**config.mk**
```make
export PLATFORM = sky130hd
export DESIGN_NAME = dmode_timer
export DESIGN_NICKNAME = d
export VERILOG_FILES = /design/src/rtl/dmode_timer_pkg.sv /design/src/rtl/tmr_prescaler.sv /design/src/rtl/tmr_postscaler.sv /design/src/rtl/tmr_count.sv /design/src/rtl/dmode_timer.sv
export SDC_FILE = /design/constraint.sdc
export NUM_CORES = 1
export LEC_CHECK = 0
export ABC_AREA = 1
export BUFFER_PORTS_ARGS = -buffer_cell sky130_fd_sc_hd__buf_2
export CAP_MARGIN = 15
export CORE_MARGIN = 10
export CORE_UTILIZATION = 60
export DETAILED_ROUTE_END_ITERATION = 10
export HOLD_SLACK_MARGIN = 0.06
export PLACE_DENSITY = 0.79
export SYNTH_ARGS = -nofsm -noshare
export SYNTH_HDL_FRONTEND = slang
export SYNTH_HIERARCHICAL = 1
export SYNTH_SLANG_ARGS = --single-unit
```
**constraint.sdc**
```tcl
create_clock -name clk_i -period 3.7 [get_ports clk_i]
set_clock_uncertainty 0.15 [all_clocks]
set_input_delay 0.37 -clock clk_i [delete_from_list [all_inputs] [get_ports clk_i]]
set_output_delay 0.37 -clock clk_i [all_outputs]
set_load 0.005 [all_outputs]
```
**src/rtl/dmode_timer_pkg.sv**
```systemverilog
package dmode_timer_pkg;
  typedef enum logic [1:0] {
    REG_CNT_LO = 2'd0,
    REG_CNT_HI = 2'd1,
    REG_CTL0   = 2'd2,
    REG_CTL1   = 2'd3
  } reg_addr_e;

  localparam int unsigned C0_RUN  = 0;
  localparam int unsigned C0_WIDE = 1;
  localparam int unsigned C0_SRC  = 2;
  localparam int unsigned C0_POST = 4;
  localparam int unsigned C1_EXP  = 0;
  localparam int unsigned C1_IEN  = 6;
  localparam int unsigned C1_FLAG = 7;
endpackage

```
**src/rtl/tmr_prescaler.sv**
```systemverilog
module tmr_prescaler #(
  parameter int unsigned EXP_W = 4,
  localparam int unsigned CNT_W = (1 << EXP_W) - 1
) (
  input  logic             clk_i,
  input  logic             rst_ni,
  input  logic             clr_i,
  input  logic             tick_i,
  input  logic [EXP_W-1:0] exp_i,
  output logic             tick_o
);
  logic [CNT_W-1:0] cnt_q;
  logic [CNT_W-1:0] mask;
  logic             term;

  assign mask   = ~({CNT_W{1'b1}} << exp_i);
  assign term   = (cnt_q >= mask);
  assign tick_o = tick_i && term;

  always_ff @(posedge clk_i or negedge rst_ni) begin
    if (!rst_ni)     cnt_q <= '0;
    else if (clr_i)  cnt_q <= '0;
    else if (tick_i) cnt_q <= term ? '0 : cnt_q + 1'b1;
  end

  assert_pre_bound_R7: assert property (@(posedge clk_i) disable iff (!rst_ni)
    cnt_q <= mask);
endmodule

```
**src/rtl/tmr_postscaler.sv**
```systemverilog
module tmr_postscaler #(
  parameter int unsigned PS_W = 4
) (
  input  logic            clk_i,
  input  logic            rst_ni,
  input  logic            clr_i,
  input  logic            ev_i,
  input  logic [PS_W-1:0] n_i,
  output logic            fire_o
);
  logic [PS_W-1:0] cnt_q;

  assign fire_o = ev_i && (cnt_q == n_i);

  always_ff @(posedge clk_i or negedge rst_ni) begin
    if (!rst_ni)    cnt_q <= '0;
    else if (clr_i) cnt_q <= '0;
    else if (ev_i)  cnt_q <= fire_o ? '0 : cnt_q + 1'b1;
  end

  assert_post_bound_R8: assert property (@(posedge clk_i) disable iff (!rst_ni)
    cnt_q <= n_i);
endmodule

```
**src/rtl/tmr_count.sv**
```systemverilog
module tmr_count #(
  parameter int unsigned DW = 8
) (
  input  logic          clk_i,
  input  logic          rst_ni,
  input  logic          wide_i,
  input  logic          tick_i,
  input  logic          lo_wr_i,
  input  logic          hi_wr_i,
  input  logic          lo_rd_i,
  input  logic [DW-1:0] wdata_i,
  output logic [DW-1:0] lo_o,
  output logic [DW-1:0] buf_o,
  output logic          event_o
);
  logic [DW-1:0] lo_q, hi_q, buf_q;
  logic          match8, wrap16;

  assign match8  = (lo_q == hi_q);
  assign wrap16  = ({hi_q, lo_q} == {(2*DW){1'b1}});
  assign event_o = tick_i && !lo_wr_i && (wide_i ? wrap16 : match8);
  assign lo_o    = lo_q;
  assign buf_o   = buf_q;

  always_ff @(posedge clk_i or negedge rst_ni) begin
    if (!rst_ni) begin
      lo_q <= '0;
      hi_q <= '0;
    end else if (lo_wr_i) begin
      lo_q <= wdata_i;
      hi_q <= buf_q;
    end else if (tick_i) begin
      if (wide_i) begin
        {hi_q, lo_q} <= {hi_q, lo_q} + 1'b1;
      end else if (match8) begin
        lo_q <= '0;
        hi_q <= buf_q;   // staged period becomes live at the boundary
      end else begin
        lo_q <= lo_q + 1'b1;
      end
    end
  end

  always_ff @(posedge clk_i or negedge rst_ni) begin
    if (!rst_ni)                 buf_q <= '0;
    else if (hi_wr_i)            buf_q <= wdata_i;
    else if (lo_rd_i && wide_i)  buf_q <= hi_q;
  end

  assert_narrow_wrap_R2: assert property (@(posedge clk_i) disable iff (!rst_ni)
    (tick_i && !wide_i && !lo_wr_i && lo_q == hi_q) |=> (lo_q == '0));

  assert_wide_wrap_R4: assert property (@(posedge clk_i) disable iff (!rst_ni)
    (tick_i && wide_i && !lo_wr_i && {hi_q, lo_q} == {(2*DW){1'b1}})
      |=> ({hi_q, lo_q} == '0));

  assert_snapshot_R5: assert property (@(posedge clk_i) disable iff (!rst_ni)
    (lo_rd_i && wide_i && !hi_wr_i) |=> (buf_q == $past(hi_q)));

  assert_lo_write_load_R6: assert property (@(posedge clk_i) disable iff (!rst_ni)
    lo_wr_i |=> (hi_q == $past(buf_q)));
endmodule

```
**src/rtl/dmode_timer.sv**
```systemverilog
module dmode_timer
  import dmode_timer_pkg::*;
#(
  parameter int unsigned DW    = 8,
  parameter int unsigned EXP_W = 4,
  parameter int unsigned PS_W  = 4
) (
  input  logic          clk_i,
  input  logic          rst_ni,
  input  logic [1:0]    addr_i,
  input  logic          wr_i,
  input  logic          rd_i,
  input  logic [DW-1:0] wdata_i,
  output logic [DW-1:0] rdata_o,
  input  logic          ext_tick_i,
  output logic          pulse_o,
  output logic          irq_o
);
  logic [DW-1:0] ctl0_q;
  logic [DW-2:0] ctl1_q;
  logic          flag_q, pulse_q;
  logic          wr_lo, wr_hi, wr_c0, wr_c1, rd_lo;
  logic          src_tick, pre_tick, cnt_ev, fire;
  logic [DW-1:0] lo_val, buf_val;

  assign wr_lo = wr_i && (addr_i == REG_CNT_LO);
  assign wr_hi = wr_i && (addr_i == REG_CNT_HI);
  assign wr_c0 = wr_i && (addr_i == REG_CTL0);
  assign wr_c1 = wr_i && (addr_i == REG_CTL1);
  assign rd_lo = rd_i && !wr_i && (addr_i == REG_CNT_LO);

  assign src_tick = ctl0_q[C0_RUN] && (ctl0_q[C0_SRC] ? ext_tick_i : 1'b1);

  always_ff @(posedge clk_i or negedge rst_ni) begin
    if (!rst_ni) begin
      ctl0_q <= '0;
      ctl1_q <= '0;
    end else begin
      if (wr_c0) ctl0_q <= wdata_i;
      if (wr_c1) ctl1_q <= wdata_i[DW-2:0];
    end
  end

  tmr_prescaler #(.EXP_W(EXP_W)) i_pre (
    .clk_i  (clk_i),
    .rst_ni (rst_ni),
    .clr_i  (wr_lo || wr_hi || wr_c1),
    .tick_i (src_tick),
    .exp_i  (ctl1_q[C1_EXP +: EXP_W]),
    .tick_o (pre_tick)
  );

  tmr_count #(.DW(DW)) i_cnt (
    .clk_i   (clk_i),
    .rst_ni  (rst_ni),
    .wide_i  (ctl0_q[C0_WIDE]),
    .tick_i  (pre_tick),
    .lo_wr_i (wr_lo),
    .hi_wr_i (wr_hi),
    .lo_rd_i (rd_lo),
    .wdata_i (wdata_i),
    .lo_o    (lo_val),
    .buf_o   (buf_val),
    .event_o (cnt_ev)
  );

  tmr_postscaler #(.PS_W(PS_W)) i_post (
    .clk_i  (clk_i),
    .rst_ni (rst_ni),
    .clr_i  (wr_lo || wr_hi || wr_c0),
    .ev_i   (cnt_ev),
    .n_i    (ctl0_q[C0_POST +: PS_W]),
    .fire_o (fire)
  );

  always_ff @(posedge clk_i or negedge rst_ni) begin
    if (!rst_ni) begin
      flag_q  <= 1'b0;
      pulse_q <= 1'b0;
    end else begin
      pulse_q <= fire;
      if (fire)                                flag_q <= 1'b1;
      else if (wr_c1 && !wdata_i[C1_FLAG])     flag_q <= 1'b0;
    end
  end

  always_comb begin
    unique case (addr_i)
      REG_CNT_LO: rdata_o = lo_val;
      REG_CNT_HI: rdata_o = buf_val;
      REG_CTL0:   rdata_o = ctl0_q;
      default:    rdata_o = {flag_q, ctl1_q};
    endcase
  end

  assign pulse_o = pulse_q;
  assign irq_o   = flag_q && ctl1_q[C1_IEN];

  assert_pulse_sets_flag_R9: assert property (@(posedge clk_i) disable iff (!rst_ni)
    pulse_o |-> flag_q);

  assert_flag_sticky_R10: assert property (@(posedge clk_i) disable iff (!rst_ni)
    (flag_q && !wr_c1) |=> flag_q);
endmodule

```
# == Word level (Yosys, flattened, before mapping) ==
# Index checks and enable logic that the tools add are counted.
# op_classes
addsub,4
order_cmp,1
n_eq_ne,6
shifts,1
mux,21
n_bitwise,1
reduce_logical,28
# op_table
cell,count
two-way mux 8 bit,10
two-way mux 15 bit,3
case mux 8 bit (3 select lines),1
"adder 16 x 1 -> 16 bit, second input constant",1
"== test 16 bit, second input constant",1
"adder 15 x 1 -> 15 bit, second input constant",1
>= comparator 15 bit,1
inverter 15 bit,1
"<< shifter 15 x 4 -> 15 bit, first input constant",1
logical AND 1 bit,14
two-way mux 4 bit,3
nonzero test 2 bit,5
"adder 8 x 1 -> 8 bit, second input constant",1
== test 8 bit,1
"adder 4 x 1 -> 4 bit, second input constant",1
"== test 2 bit, second input constant",2
== test 4 bit,1
two-way mux 1 bit,4
zero test 1 bit,3
logical OR 1 bit,3
nonzero test 3 bit,1
"== test 2 x 1 -> 1 bit, second input constant",1
zero test 2 bit,1
AND reduction 2 bit,1
# word_totals
register_bits,60
input_bits,15
out_inout_bits,10
word_cells,71

# == Logic depth before layout (Yosys ltp) ==
# Gate-level depths: netlist of run 1.
# depth
depth_word,10
mapped_depth,22
ltp_nobuf,20

# == By module ==
# The synthesis of run 1 kept the hierarchy.
# modules_own_cells
mod,instances,cells_each,area_per_inst_um2,seq_area_each_um2
tmr_count,1,251,1672.9,600.6
tmr_prescaler,1,218,1436.4,375.4
dmode_timer,1,131,962.2,425.4
tmr_postscaler,1,51,312.8,100.1

# == Least setup slack after synthesis of run 1 ==
# OpenSTA, ideal clock, no wires.
# synth_path
path_type,flip-flop to flip-flop
start,register ctl1_q[3]
end,register i_post.cnt_q[2]
setup_time_ns,0.071
arrival_ns,2.870
required_time_ns,3.479
setup_slack_ns,0.609
stages_incl_launch_ff,21
path_buffers,2
period_less_slack_ns,3.091
path_cell_list,dfrtp_1 clkbuf_1 nand2_1 inv_1 nand2_1 ha_1 nand2_1 nor2_1 nand4_1 a21oi_2 nor2_4 buf_6 nor2_1 inv_1 nor2_2 nand2_1 nor2_1 or2_1 nand2_1 xor2_1 nor2_1
# synth_between
elab_chain_len,10
elab_cells_between_ends,11
classes_between,order compare: 1; shift: 1; mux: 3; bitwise: 1; reduce/logical: 5
# synth_rtl
element,line,rtl
start: declaration,dmode_timer.sv:20,logic [DW-2:0] ctl1_q;
start signal: assignment,dmode_timer.sv:40,if (wr_c1) ctl1_q <= wdata_i[DW-2:0];
<< shifter 15 x 4 -> 15 bit *,tmr_prescaler.sv:16,assign mask = ~({CNT_W{1'b1}} << exp_i);
inverter 15 bit *,tmr_prescaler.sv:16,
>= comparator 15 bit *,tmr_prescaler.sv:17,assign term = (cnt_q >= mask);
logical AND 1 bit *,tmr_prescaler.sv:18,assign tick_o = tick_i && term;
net pre_tick,dmode_timer.sv:23,"logic src_tick, pre_tick, cnt_ev, fire;"
logical AND 1 bit * (2 in series),tmr_count.sv:21,assign event_o = tick_i && !lo_wr_i && (wide_i ? wrap16 : match8);
net cnt_ev,dmode_timer.sv:23,
logical AND 1 bit,tmr_postscaler.sv:13,assign fire_o = ev_i && (cnt_q == n_i);
two-way mux 4 bit (2 in series),tmr_postscaler.sv:18,else if (ev_i) cnt_q <= fire_o ? '0 : cnt_q + 1'b1;
two-way mux 4 bit,tmr_postscaler.sv:17,else if (clr_i) cnt_q <= '0;
end signal: assignment,tmr_postscaler.sv:18,
end: declaration,tmr_postscaler.sv:11,logic [PS_W-1:0] cnt_q;
# Mark *: on every way through the listed nets, which the timed path passes. The rest lies on a longest branch. The select of a mux whose other input is x is not followed.
# A chain may end at the register's enable or synchronous reset.

# == Worst setup path after layout of run 1 ==
# Same ends and word-level chain as after synthesis.

==> metrics.txt, run 1 <==
run status=finished clean; setup_tns=0 ns; Critical Path Start=ctl1_q[3]; top-count cell post-synth=nand2_1; routed len/inst=between 10 and 15 µm; total die area=0.0111 mm²; Ys Warns=6; flop-to-flop setup slack=0.35 ns; Layout fillers=646; Synth-to-Final Area Change=8.13%; Leakage Power=roughly 2.5 nW; register area share after synthesis=34.2%; Slew Limit Fails=0; post-CTS sizing=0; Period Utilization, post-route=just over 90%; Placed Cells=762; Root Driver=clkbuf_8; CTS tree=built; CP startpoint kind=flip-flop; power share of the clock group=25.7%; Die H=105 µm; Placement Rows=31; Arr. time, crit path=3.49 ns; Die W=105 µm; cell area after synthesis=0.00438 mm²; P per Cell Area=about 450 mW/mm²; IO Port Bufs=24; Syn Inst Count=about 650; DRT Pass-1 Iters=5; actual slew at the worst max-slew pin=1.09 ns; H-Tree Depth=3; Comb power frac=28.5%; clk_lat worst skew=0.35 ns; DRT iter0 DRCs=roughly 360; Initial Util=61.1%; Sw Ratio=between 40% and 50%; TritonCTS buffer count=9; Tot GR Track Use=approximately a fifth; Final Hold Viols=0; EDFF count, synth=0; Synth area leaders=dfrtp_1 (34%), nand2_1 (22%), nand3_1 (8.7%); clk sinks=60; final setup fails=0; Yosys cell types=34; via count=4258; grt total ovfl=0; Max Root-Sink Buffers=2; sequential share of power=45.8%; Psw=roughly 860 µW; Post-Layout Cell Count=between 700 and 800; Core ar.=0.00718 mm²; CP Class=flip-flop to flip-flop; MaxCap Viol Count=0; reg2reg start=ctl1_q[3]; clock transition at the registers of the reported paths=roughly 0.080 ns; syn_nets=about 700; Hold Crit Depth=3; crit path to=i_post/cnt_q[2]; syn avg cell area=6.73 µm²; WP data required=3.84 ns; FF+latch count, synth=60; fmax=299 MHz; Placer Congestion=0.981; Detailed Route WL=about 11000 µm; cell taking the most area after synthesis=dfrtp_1; vias in the first global route=just over 4k; first-pass GRT wire length=~19000 µm; largest net degree at the start of global routing=36; crit-path max FO=12; RSZ-0062 raised after global routing=false; Remaining DRCs=0; Via density=5.47; Critical R2R Capture=i_post/cnt_q[2]; Slew Limit Headroom=27.1%; Worst R2R Path Depth=18; ys flop type=dfrtp_1; layout cell share with drive strength beyond 1=11.8%; Detail Route Antenna Nets=0; Ant. Diodes=0; post-synth top area share=34.2%; Peak VDD IR=between 0.3 and 0.4 mV; Pwr Total=2.14 mW; Hold WS=0.118 ns; initial antenna violation count=0; Detail Placement HPWL=8270 µm; Final Net Count=between 700 and 800; worst hold path class=primary input to flip-flop; commonest cells in the netlist=nand2_1 (255), nand3_1 (76), inv_1 (66), dfrtp_1 (60), nor2_1 (46); CP Capture Type=flip-flop; Top Ports=25; asr flop ratio synth=100%; Cell Int Power=between 1 and 1.5 mW; min cycle time layout=3.35 ns
-- per-stage QoR --
step | utilization, % | cell area, µm² | setup slack (ns)
2_1_floorplan | - | 4380 | 0.609
3_3_place_gp | 63.4 | 4550 | 0.588
3_5_place_dp | 63.4 | 4550 | 0.376
4_1_cts | 66.1 | 4740 | 0.378
5_1_grt | 66.1 | 4740 | 0.0211
6_report | 66.1 | 4740 | 0.351
-- worst max-delay path: stages (launching register included) --
cell and delay [ns]:
dfrtp_1 0.54, nand2_1 0.13, inv_1 0.12, nand2_1 0.06, ha_1 0.29, nand2_1 0.08
nor2_1 0.16, nand4_1 0.13, a21oi_2 0.17, nor2_4 0.04, nor2_1 0.16, inv_1 0.08
nor2_2 0.30, nand2_1 0.11, nor2_1 0.29, or2_1 0.17, nand2_1 0.07, xor2_1 0.14
nor2_1 0.10
-- routing by layer --
| layer | GRT usage [%] | share of wire (%) |
|---|---|---|
| met5 | 0 | 0 |
| met4 | 8.04 | 2.4 |
| met3 | 4.99 | 5.7 |
| met2 | 34.2 | 49 |
| met1 | 23.9 | 43 |
-- layout make-up --
type	instances	area, µm²	share of cell area [%]
multi-input combinational	501	2490	52.6
sequential	60	1500	31.7
inverter	73	275	5.81
timing repair buffer	30	168	3.54
clock buffer	11	141	2.98
tap	99	124	2.61
clock inverter	5	37.5	0.792
-- registers in the layout, summed over array words and instances, names as in the netlist --
register      count
i_post/cnt_q      4
i_cnt/hi_q        8
ctl0_q            8
i_cnt/buf_o       8
ctl1_q            7
flag_q            1
i_pre/cnt_q      15
pulse_o           1
i_cnt/lo_o        8
-- cells by family after synthesis --
logic type      after synthesis  synth area share [%]
flops                        60                  34.2
compound gates               36                  5.14
buf+inv                      90                  8.88
simple gates                425                  42.2
fa+ha+maj                    18                  5.14
xor+xnor                     22                  4.40
-- worst min path at each step --
stage / startpoint / to / slack (ns)
global route: wdata_i[6] / i_cnt/lo_o[6] / 0.12
detailed placement: rst_ni / i_cnt/hi_q[5] / 0.33
floorplan: rst_ni / ctl0_q[0] / -0.08
CTS: wdata_i[5] / i_cnt/lo_o[5] / 0.11
global placement: ctl0_q[3] / ctl0_q[3] / 0.32
finish: wdata_i[5] / i_cnt/lo_o[5] / 0.12
-- timing repair --
item                      CTS  global route
hold buffers                1             0
hold endpoints to repair   34             0
buffers inserted            0             0
-- power by group through the flow --
| stage | combinational [mW] | clock, mW | sequential, mW |
|---|---|---|---|
| after floorplan | 0.523 | 0 | 0.900 |
| after global placement | 0.584 | 0 | 0.981 |
| after detailed placement | 0.607 | 0 | 0.985 |
| after CTS | 0.610 | 0.560 | 0.976 |
| after global routing | 0.706 | 0.580 | 1.00 |
| final | 0.610 | 0.550 | 0.980 |
-- cells in the final DEF, fill, tap and decap left out, types with 3 or more instances in the layout --
cell / instances
dfrtp_1: 60
nor3_1: 3
buf_2: 24
nor2_1: 46
a22oi_1: 3
nand3_2: 6
inv_1: 66
clkbuf_8: 10
xnor2_1: 14
ha_1: 18
nand2_1: 255
inv_2: 6
nand4_1: 17
a31oi_1: 9
nor2_2: 11
o21ai_1: 5
nand3_1: 76
a21oi_1: 8
o21ai_0: 5
buf_4: 5
xor2_1: 8
nand2_2: 6
Power figures use the tool's default switching activity.
==> inputs of run 2 (changes only) <==
--- a/config.mk
+++ b/config.mk
@@ -9,10 +9,10 @@
 export BUFFER_PORTS_ARGS = -buffer_cell sky130_fd_sc_hd__buf_2
 export CAP_MARGIN = 15
 export CORE_MARGIN = 10
-export CORE_UTILIZATION = 60
+export CORE_UTILIZATION = 35
 export DETAILED_ROUTE_END_ITERATION = 10
 export HOLD_SLACK_MARGIN = 0.06
-export PLACE_DENSITY = 0.79
+export SKIP_CTS_REPAIR_TIMING = 1
 export SYNTH_ARGS = -nofsm -noshare
 export SYNTH_HDL_FRONTEND = slang
 export SYNTH_HIERARCHICAL = 1
==> metrics.txt, run 2 (synthesis gave the netlist of run 1 again) <==
CP Class=flip-flop to flip-flop; met3 Usage GRT=3.54%; total die area=0.0174 mm²; Max Root-Sink Buffers=2; run status=finished clean; Leakage Power=between 2 and 3 nW; initial antenna violation count=1; Die W=between 100 and 150 µm; Top Ports=25; Root Driver=clkbuf_16; Detail Placement HPWL=a little under 9000 µm; Core ar.=between 0.01 and 0.015 mm²; MaxCap Viol Count=0; largest net degree at the start of global routing=29; area of the multi-input gates=0.00250 mm²; final core occ=40.9%; DRT iter0 DRCs=251; layout cell share with drive strength beyond 1=11.8%; P per Cell Area=between 500 and 600 mW/mm²; Detail Route Antenna Nets=0; Detailed Route WL=about 12000 µm; FF/Latch Area=roughly 0.0015 mm²; clk_lat worst skew=0.34 ns; setup_tns=0 ns; min cycle time layout=3.23 ns; Slew Limit Headroom=28.0%; Largest register FFs=15; Die H=132 µm; CP Capture Type=flip-flop; met2 Use GR=about 22%; Arr. time, crit path=3.31 ns; Placer Congestion=0.892; M1 GR Usage=17.0%; worst hold path class=primary input to flip-flop; Hold WS=0.136 ns; Post-Layout Cell Count=849; Final Net Count=708; Initial Util=between 30% and 40%; Slew Limit Fails=0; commonest non-fill, non-tap cell in the layout=nand2_1; Pwr Total=about 2.5 mW; Layout fillers=1260; Final Hold Viols=0; fmax=310 MHz; first-pass GRT wire length=around 20000 µm; WP data required=3.78 ns; TritonCTS buffer count=9; DRT Pass-1 Iters=7; Peak VDD IR=0.382 mV; Placement Rows=40; RSZ-0062 raised after global routing=false; highest-count cells in the layout ignoring fill and taps=nand2_1 (255), nand3_1 (76), inv_1 (66); H-Tree Depth=3; vias in the first global route=3975; Synth-to-Final Area Change=13.4%; clk sinks=60; Via density=just under 5; Period Utilization, post-route=a little under 90%; crit-path max FO=16; grt total ovfl=0; CP startpoint kind=flip-flop; Remaining DRCs=0; CTS tree=built; clock transition at the registers of the reported paths=roughly 0.060 ns; routed len/inst=13.9 µm; Placed Cells=831; Top reg by flops=i_pre/cnt_q; Tot GR Track Use=between 10 and 15%; IO Port Bufs=24; most used routing layer in global routing=met2; actual slew at the worst max-slew pin=1.08 ns; final setup fails=0; via count=around 4.2k
==> run 2: metal layers <==
| metal | wire, µm | share of wire (%) |
|---|---|---|
| met5 | 0 | 0 |
| met4 | 285 | 2.4 |
| met3 | 524 | 4.4 |
| met2 | 5490 | 47 |
| met1 | 5500 | 47 |
==> run 2: where the power goes <==
part,internal (mW),switching [mW],total (mW)
clock,0.604,0.314,0.919
sequential,0.777,0.207,0.984
combinational,0.245,0.367,0.611
==> run 2: final timing paths <==
check | slack (ns) | end | startpoint | cells after the start
setup / recovery | 0.47 | i_post/cnt_q[2] | ctl1_q[1] | 20
hold / removal | 0.14 | i_cnt/lo_o[5] | wdata_i[5] | 3
setup reg to reg | 0.47 | i_post/cnt_q[2] | ctl1_q[1] | 20
hold reg to reg | 0.34 | ctl1_q[5] | ctl1_q[5] | 2
max in group asynchronous | 2.20 | i_pre/cnt_q[9] | rst_ni | 3
min in group asynchronous | 0.46 | i_cnt/hi_q[7] | rst_ni | 2
==> run 2: worst max-delay path, stage by stage (launching register included) <==
cell and delay, ns:
dfrtp_1 0.46, nor2_1 0.17, inv_1 0.09, o21ai_0 0.25, ha_1 0.31, nand2_1 0.07, nand2_1 0.05, nand2_1 0.05
nand2_1 0.05, nand2_1 0.07, nand3_2 0.09, nor2_4 0.36, nor2_1 0.12, inv_1 0.11, nor2_4 0.07, nand2_1 0.08
nor2_1 0.08, or2_1 0.23, nand2_1 0.07, xor2_1 0.14, nor2_1 0.06
==> run 2: final cells by class <==
cell class                 instances  area share [%]
antenna                            1          0.0503
sequential                        60            30.2
tap                              168            4.23
timing repair buffer              30            3.37
clock buffer                      11            4.88
clock inverter                     5            1.51
inverter                          73            5.53
multi-input combinational        501            50.2
==> run 2: metrics by stage <==
stage	area [µm²]	setup slack, ns
after CTS	4960	0.379
after floorplan	4380	0.609
final	4970	0.470
after detailed placement	4640	0.381
after global routing	4970	0.0867
after global placement	4640	0.521
==> inputs of run 3 (changes only) <==
--- a/config.mk
+++ b/config.mk
@@ -9,7 +9,7 @@
 export BUFFER_PORTS_ARGS = -buffer_cell sky130_fd_sc_hd__buf_2
 export CAP_MARGIN = 15
 export CORE_MARGIN = 10
-export CORE_UTILIZATION = 35
+export CORE_UTILIZATION = 40
 export DETAILED_ROUTE_END_ITERATION = 10
 export HOLD_SLACK_MARGIN = 0.06
 export SKIP_CTS_REPAIR_TIMING = 1
==> constraint.sdc (replaced) <==
create_clock -name clk_i -period 3.4 [get_ports clk_i]
set_clock_uncertainty 0.15 [all_clocks]
set_input_delay 0.34 -clock clk_i [delete_from_list [all_inputs] [get_ports clk_i]]
set_output_delay 0.34 -clock clk_i [all_outputs]
set_load 0.005 [all_outputs]
==> metrics.txt, run 3 (synthesis gave the netlist of run 1 again) <==
run status=finished clean; Remaining DRCs=0; Root Driver=clkbuf_8; min cycle time layout=roughly 3.0 ns; RSZ-0062 raised after global routing=false; slowest CP cell=dfrtp_1; first-pass GRT wire length=between 15000 and 20000 µm; Cell Area, Placed=0.00463 mm²; WL met3=509 µm; actual slew at the worst max-slew pin=0.730 ns; Initial Util=40.6%; Synth-to-Final Area Change=10.4%; total die area=0.0155 mm²; Detailed Route WL=11900 µm; Core ar.=0.0108 mm²; Max Root-Sink Buffers=2; M1 WL=5530 µm; Detail Placement HPWL=8920 µm; worst hold path class=primary input to flip-flop; clock transition at the registers of the reported paths=0.07 ns; fmax=333 MHz; H-Tree Depth=3; Detail Route Antenna Nets=0; Crit path top cell by count=nand2_1; Top Ports=25; Die H=125 µm; Leakage Power=between 2 and 3 nW; CP Capture Type=flip-flop; Slew Limit Fails=0; WP data required=roughly 3.5 ns; clk_lat worst skew=between 0.3 and 0.4 ns; Arr. time, crit path=3.14 ns; Via density=~5.1; Placer Congestion=~0.9; Hold WS=0.115 ns; Final Hold Viols=0; Peak VDD IR=about 0.34 mV; MaxCap Viol Count=0; Slew Limit Headroom=51.3%; CP startpoint kind=flip-flop; Die W=approximately 120 µm; clk sinks=60; final design instance area without fill=0.00484 mm²; critical path, cell by cell=nand2_1 -> inv_1 -> nand2_1 -> ha_1 -> nand2_1 -> nor2_1 -> nand4_1 -> a21oi_2 -> nor2_4 -> nor2_1 -> inv_1 -> nor2_2 -> nand2_1 -> nor2_1 -> or2_1 -> nand2_1 -> xor2_1 -> nor2_1; TritonCTS buffer count=9; IO Port Bufs=24; Final Net Count=711; Max stage delay on crit path=0.53 ns; layout cell share with drive strength beyond 1=11.7%; Tot GR Track Use=between 10% and 20%; P per Cell Area=509 mW/mm²; commonest non-fill, non-tap cell in the layout=nand2_1; Crit path max-delay family=simple AND/OR/NAND/NOR gates; Ant. Diodes=0; final core occ=between 40 and 50%; Layout fillers=1123; Largest register FFs=15; crit path buf inv count=2; final setup fails=0; Placement Rows=38; Top reg by flops=i_pre/cnt_q; via count=4213; routed len/inst=about 15 µm; met2 routed WL=5590 µm; DRT Pass-1 Iters=5; initial antenna violation count=0; setup_tns=0 ns; crit-path max FO=12; top sig layer=met4; CTS tree=built; Period Utilization, post-route=88.4%; CP Class=flip-flop to flip-flop; largest net degree at the start of global routing=31; highest-count cells in the layout ignoring fill and taps=nand2_1 (255), nand3_1 (76), inv_1 (66); vias in the first global route=3963; DRT iter0 DRCs=350; grt total ovfl=0
-- run 3: final timing paths --
| path | from | end | slack [ns] | depth (start not counted) |
|---|---|---|---|---|
| worst max-delay path | ctl1_q[3] | i_post/cnt_q[2] | 0.39 | 18 |
| worst min-delay path | wdata_i[5] | i_cnt/lo_o[5] | 0.12 | 3 |
| worst max register to register | ctl1_q[3] | i_post/cnt_q[2] | 0.39 | 18 |
| worst min register to register | ctl0_q[3] | ctl0_q[3] | 0.35 | 2 |
| max in group asynchronous | rst_ni | i_pre/cnt_q[14] | 1.91 | 3 |
| min in group asynchronous | rst_ni | ctl0_q[6] | 0.44 | 2 |
-- run 3: cell type report --
cell class / instances / area (µm²) / share of cell area, %
Clock buffer: 12 / 145 / 3.00
Clock inverter: 2 / 60.1 / 1.24
Inverter: 73 / 275 / 5.69
Multi-Input combinational cell: 501 / 2490 / 51.5
Sequential cell: 60 / 1500 / 31.0
Tap cell: 140 / 175 / 3.62
Timing Repair Buffer: 33 / 190 / 3.93
-- run 3: routing by layer --
| layer | track usage [%] | up-vias |
|---|---|---|
| met5 | 0 | - |
| met4 | 7.06 | 0 |
| met3 | 2.21 | 21 |
| met2 | 25.4 | 97 |
| met1 | 19.3 | 1975 |
| li1 | - | 2120 |
-- run 3: worst register-to-register path, cell delays in order (launching register included) --
cell and delay (ns):
dfrtp_1 0.53, nand2_1 0.12, inv_1 0.10, nand2_1 0.06
ha_1 0.29, nand2_1 0.08, nor2_1 0.15, nand4_1 0.11
a21oi_2 0.17, nor2_4 0.05, nor2_1 0.17, inv_1 0.07
nor2_2 0.10, nand2_1 0.06, nor2_1 0.25, or2_1 0.17
nand2_1 0.06, xor2_1 0.14, nor2_1 0.11
-- run 3: through the flow --
stage                     total power [mW]  std cells  setup slack (ns)
final                                 2.46        821             0.394
after global routing                  2.64        821            0.0229
after global placement                1.74        806             0.525
after detailed placement              1.76        806             0.422
after floorplan                       1.55        651             0.309
after CTS                             2.49        820             0.410
-- run 3: power by group --
part           internal, mW  total (mW)  switching [mW]
Sequential            0.844        1.08           0.236
Clock                 0.425       0.711           0.286
Combinational         0.270       0.673           0.403
Total                  1.54        2.46           0.925
